[config.mk]
export PLATFORM = sky130hd
export DESIGN_NAME = turnaround_gap_ctrl
export DESIGN_NICKNAME = d
export VERILOG_FILES = /design/src/rtl/gap_pkg.sv /design/src/rtl/gap_cfg_reg.sv /design/src/rtl/gap_history.sv /design/src/rtl/gap_timer.sv /design/src/rtl/turnaround_gap_ctrl.sv
export SDC_FILE = /design/constraint.sdc
export NUM_CORES = 1
export LEC_CHECK = 0
export BUFFER_PORTS_ARGS = -buffer_cell sky130_fd_sc_hd__buf_2
export CAP_MARGIN = 10
export CORE_ASPECT_RATIO = 0.75
export CORE_MARGIN = 3
export CORE_UTILIZATION = 49
export DETAILED_ROUTE_END_ITERATION = 8
export GPL_TIMING_DRIVEN = 0
export PLACE_DENSITY = 0.85
export SETUP_SLACK_MARGIN = 0.05
export SYNTH_ARGS = -nofsm -noshare
export SYNTH_HDL_FRONTEND = slang
export SYNTH_SLANG_ARGS = --single-unit
[constraint.sdc]
create_clock -name clk -period 3.3 [get_ports clk]
set_input_delay 0.165 -clock clk [delete_from_list [all_inputs] [get_ports clk]]
set_output_delay 0.165 -clock clk [all_outputs]
set_load 0.01 [all_outputs]
[src/rtl/gap_pkg.sv]
// Shared sizes and helpers for the turnaround idle-cycle inserter.
// Assumes a slot per area code, with the last slot doubling for DMA.
package gap_pkg;
    localparam int AREA_W   = 3;
    localparam int FIELD_W  = 3;
    localparam int SLOT_W   = 4;
    localparam int N_SLOTS  = 1 << AREA_W;
    localparam int CFG_W    = N_SLOTS * SLOT_W;
    localparam int DMA_SLOT = N_SLOTS - 1;

    typedef logic [AREA_W-1:0]  slot_t;
    typedef logic [FIELD_W-1:0] field_t;
    typedef logic [CFG_W-1:0]   cfg_t;

    // Return the idle-count field of one slot.
    function automatic field_t pick_field(cfg_t c, slot_t s);
        return c[int'(s)*SLOT_W +: FIELD_W];
    endfunction
endpackage

[src/rtl/gap_cfg_reg.sv]
// Configuration word: one idle-count field per slot. Spare bits are
// constant zero. Only the power-on reset initialises it (all ones per field).
module gap_cfg_reg
    import gap_pkg::*;
(
    input  logic clk,
    input  logic rst_n,
    input  logic we,
    input  cfg_t wdata,
    output cfg_t q
);
    genvar g;
    generate
        for (g = 0; g < N_SLOTS; g++) begin : g_slot
            field_t f_q;
            // Hold one field; load on write, max on power-on reset.
            always_ff @(posedge clk) begin
                if (!rst_n)  f_q <= '1;
                else if (we) f_q <= wdata[g*SLOT_W +: FIELD_W];
            end
            assign q[g*SLOT_W +: FIELD_W]                = f_q;
            assign q[g*SLOT_W+FIELD_W +: SLOT_W-FIELD_W] = '0;
        end
    endgenerate
endmodule

[src/rtl/gap_history.sv]
// Remembers the last accepted access and flags a possible collision
// with the presented one. Assumes area and direction are valid with the request.
module gap_history
    import gap_pkg::*;
(
    input  logic  clk,
    input  logic  rst_n,
    input  logic  warm_n,
    input  logic  accept,
    input  slot_t area,
    input  logic  wr,
    output logic  hazard
);
    logic  seen_q;
    slot_t last_area_q;
    logic  last_wr_q;

    // Capture the accepted access; both resets forget it.
    always_ff @(posedge clk) begin
        if (!rst_n || !warm_n) begin
            seen_q      <= 1'b0;
            last_area_q <= '0;
            last_wr_q   <= 1'b0;
        end else if (accept) begin
            seen_q      <= 1'b1;
            last_area_q <= area;
            last_wr_q   <= wr;
        end
    end

    // Collision possible on area change or write after read.
    always_comb begin
        hazard = seen_q && ((area != last_area_q) || (wr && !last_wr_q));
    end
endmodule

[src/rtl/gap_timer.sv]
// Down-counter of idle cycles still owed. It loads on every accepted
// access and stops at zero.
module gap_timer #(
    parameter int CNT_W = 3
) (
    input  logic             clk,
    input  logic             rst_n,
    input  logic             warm_n,
    input  logic             load,
    input  logic [CNT_W-1:0] load_val,
    output logic [CNT_W-1:0] cnt,
    output logic             busy
);
    // Load, then count down once per clock.
    always_ff @(posedge clk) begin
        if (!rst_n || !warm_n) cnt <= '0;
        else if (load)         cnt <= load_val;
        else if (cnt != '0)    cnt <= cnt - CNT_W'(1);
    end

    // Busy while idle cycles remain.
    always_comb busy = (cnt != '0);
endmodule

[src/rtl/turnaround_gap_ctrl.sv]
// Top: inserts idle cycles between external accesses when a bus driver
// collision is possible. Assumes the requester holds area, direction and
// DMA flag stable while req_valid is high and ready is low.
module turnaround_gap_ctrl
    import gap_pkg::*;
(
    input  logic              clk,
    input  logic              rst_n,
    input  logic              warm_rst_n,
    input  logic              cfg_we,
    input  logic [CFG_W-1:0]  cfg_wdata,
    output logic [CFG_W-1:0]  cfg_rdata,
    input  logic              req_valid,
    output logic              req_ready,
    input  logic [AREA_W-1:0] req_area,
    input  logic              req_write,
    input  logic              req_dma
);
    cfg_t   cfg_q;
    logic   hazard;
    logic   busy;
    logic   accept;
    slot_t  cur_slot;
    field_t load_val;
    field_t gap_cnt;

    gap_cfg_reg u_cfg (
        .clk   (clk),
        .rst_n (rst_n),
        .we    (cfg_we),
        .wdata (cfg_wdata),
        .q     (cfg_q)
    );

    gap_history u_hist (
        .clk    (clk),
        .rst_n  (rst_n),
        .warm_n (warm_rst_n),
        .accept (accept),
        .area   (req_area),
        .wr     (req_write),
        .hazard (hazard)
    );

    gap_timer #(.CNT_W(FIELD_W)) u_timer (
        .clk      (clk),
        .rst_n    (rst_n),
        .warm_n   (warm_rst_n),
        .load     (accept),
        .load_val (load_val),
        .cnt      (gap_cnt),
        .busy     (busy)
    );

    // Slot of the presented access: DMA uses the shared top slot.
    always_comb begin
        cur_slot = req_dma ? slot_t'(DMA_SLOT) : req_area;
        load_val = pick_field(cfg_q, cur_slot);
    end

    // Handshake: stall only a colliding access while a gap is owed.
    always_comb begin
        req_ready = !(hazard && busy);
        accept    = req_valid && req_ready;
    end

    assign cfg_rdata = cfg_q;
endmodule

==> metrics <==
critical path's slowest cell dfxtp_1; internal power 0.7137 mW; Setup WS post-layout 1.254 ns; post-CTS setup buffers 0; Initial Util 0.5252; Final setup viols 0; initial antenna violation count 0; share of cells above drive strength 1 0.3083; data required time of the worst path 3.13 ns; DRC viols 0; global route overflow 0; f_max 488.9 MHz; gr usage total 0.1862; Site Rows 17; Synth Flop Type dfxtp_1; CTS H-tree depth 2; design area 0.002027 mm2; Psw 0.2449 mW; die area 0.003938 mm2; Yosys cell types 28; critical path arrival 1.88 ns; drt wl/cell 12.36 um; critical path startpoint u_timer.cnt[0]$_SDFFE_PP0P_; Hold Crit Start cfg_wdata[4]; port bufs 54; Sw Ratio 0.2555; Placed Area 0.001919 mm2; Num CTS Buffers 5; CTS tree built; hold buffer count at CTS 0; Largest stage delay, worst path 0.34 ns; routed via count 1398; Buf/Inv on CP 3; synthesized instance count 171; first-pass GRT wire length 5520 um; Max Transition Viols Final 0; Sink Count 32; Fillers 241; Pre-antenna DRT Iters 4; outcome finished, final reports clean; crit path capture type output port; pwr/cell area 472.9 mW/mm2; maximum buffer depth of the clock tree 2; io pins 75; CP max FO 7; storage element area 640.6 um2; Min Hold Slack 0.08570 ns; fin util 0.6758; delay-heaviest family, CP adder cells; Post-Syn Area 0.001575 mm2; pre-CTS WS 1.428 ns; Die X 71.47 um; GP Congestion 0.8052; Worst-Margin Slew 0.6554 ns; clk_lat worst skew 0.29 ns; Synth Area per Inst 9.212 um2; highest metal used met4; Min Clock Period, post-route 2.046 ns; Leakage 0.9677 nW; CTS resizes 0; Routed WL 3436 um; skew final 0.005003 ns; CTS root buf clkbuf_8; Post-DRT Antenna Nets 0; Worst R2R Start u_timer.cnt[0]$_SDFFE_PP0P_; CP Class reg2out; Synthesis Warnings 0; post-synthesis simple-gate area fraction 0.1422; Synth Area in XOR/XNOR 0.02224; Post-Synth Adder-Cell Area 0.01589; crit-path cells inv_1, ha_1, ha_1, nor2b_1, o41a_1, inv_1, buf_2; RSZ-0062 raised after global routing no; Die Y 55.11 um; Routed met1 length 1582 um; Slew HR 0.5631; peak supply drop 0.3463 mV; largest family of logic cells by synthesized area multiplexers; DR iter-0 viols 60; Max Cap Viol 0; Setup crit start kind flip-flop; clk slew on worst S/H paths 0.07 ns; synthesis-to-layout area growth 28.67%; vias per cell 5.029; Comb pwr share 0.172; multi-input logic area 827.0 um2; ys async rst share 0; Seq/Total Area, Yosys 0.4067; area fraction in compound gates after synthesis 0.1104; number of flops mapped to enable cells by yosys 0; register bit total from synthesis 32; core area 0.002999 mm2; total power 0.9586 mW; Met3 Wirelength 247 um; clock share of power 0.384; diode count 0; final hold vios 0; pin count of the biggest net entering global routing 11; Placed Cells 270; HP Class in2reg; number of global-route vias before repair 1241; final worst path period share 0.6199; DPL Wire Length 2678 um; multiplexer area fraction after synthesis 0.2153; Setup Total Neg Slack 0 ns; Cell Count, Final, Fillers Out 278; met2 wire length 1550 um; Reg power frac 0.444; final layout net count 283
[placed cells by master (no fill, tap or decap), types with 3 or more instances in the layout]
| master | n |
|---|---|
| nand3_1 | 4 |
| mux4_1 | 3 |
| buf_4 | 8 |
| nor2_1 | 7 |
| clkbuf_8 | 5 |
| conb_1 | 8 |
| nand2_1 | 29 |
| o21ai_0 | 8 |
| buf_2 | 56 |
| dfxtp_1 | 32 |
| inv_1 | 6 |
| a21oi_1 | 10 |
| mux2i_1 | 26 |
| xor2_1 | 4 |
| clkbuf_1 | 9 |
| nor2b_1 | 5 |
[per-layer routing]
layer / GRT usage / vias to the layer above
met5: 0 / -
met4: 0.06563 / 0
met3: 0.06679 / 6
met2: 0.3171 / 49
met1: 0.2217 / 631
li1: - / 712
[kinds of logic (layout without fill, tap and decap cells)]
logic type	count (synthesis)	after routing
AND/OR/NAND/NOR	50	50
flip-flops	32	32
multiplexers	29	29
AO/OA/AOI/OAI	28	28
buffers and inverters	25	87
XOR/XNOR	4	4
adder cells (fa/ha/maj)	2	2
other	1	8
[cell type report]
type | count | share of cell area
multi-input cells | 121 | 0.4080
inverters | 6 | 0.01111
clock buffers | 6 | 0.03580
plain buffers | 19 | 0.05494
flip-flops and latches | 32 | 0.3160
well taps | 38 | 0.02346
clock inverters | 2 | 0.01728
repair buffers | 54 | 0.1333
[registers in the layout, indices dropped and copies added (netlist names)]
register and count:
u_hist.seen_q 1, u_hist.last_area_q 3, u_hist.last_wr_q 1, u_timer.cnt 3
u_cfg.g_slot.f_q 24
[Yosys cell counts, types with 2 or more instances]
| library cell | n | area share |
|---|---|---|
| a211o_1 | 2 | 0.011 |
| a21oi_1 | 10 | 0.032 |
| buf_2 | 2 | 0.0064 |
| buf_4 | 8 | 0.038 |
| clkbuf_1 | 8 | 0.019 |
| dfxtp_1 | 32 | 0.41 |
| ha_1 | 2 | 0.016 |
| inv_1 | 6 | 0.014 |
| mux2i_1 | 26 | 0.17 |
| mux4_1 | 3 | 0.050 |
| nand2_1 | 29 | 0.069 |
| nand2b_1 | 2 | 0.0079 |
| nand3_1 | 4 | 0.013 |
| nor2_1 | 7 | 0.017 |
| nor2b_1 | 5 | 0.020 |
| o21ai_0 | 8 | 0.025 |
| o311ai_0 | 2 | 0.011 |
| o31ai_1 | 2 | 0.0095 |
| xor2_1 | 4 | 0.022 |
[worst paths after layout]
| path | slack, ns | depth (start not counted) | endpoint |
|---|---|---|---|
| worst min register to register | 0.47 | 2 | u_hist.seen_q$_SDFFE_PP0P_ |
| worst min-delay path | 0.09 | 3 | u_cfg.g_slot[1].f_q[0]$_SDFFE_PN1P_ |
| worst max-delay path | 1.25 | 7 | req_ready |
| worst max register to register | 1.40 | 8 | u_timer.cnt[2]$_SDFFE_PP0P_ |
[worst reg2reg max path, delay by kind of cell (launching register included)]
kind	cells	cell delay (ns)
AO/OA/AOI/OAI	3	0.67
AND/OR/NAND/NOR	1	0.14
buffers and inverters	2	0.22
flip-flops	1	0.34
adder cells (fa/ha/maj)	2	0.43
[power groups by stage]
stage | Sequential, mW | Combinational (mW) | Clock [mW]
2_1_floorplan | 0.440 | 0.102 | 0
5_1_grt | 0.429 | 0.187 | 0.380
3_5_place_dp | 0.434 | 0.165 | 0
3_3_place_gp | 0.433 | 0.161 | 0
6_report | 0.426 | 0.165 | 0.368
4_1_cts | 0.426 | 0.166 | 0.368
(Power assumes the default switching activity.)
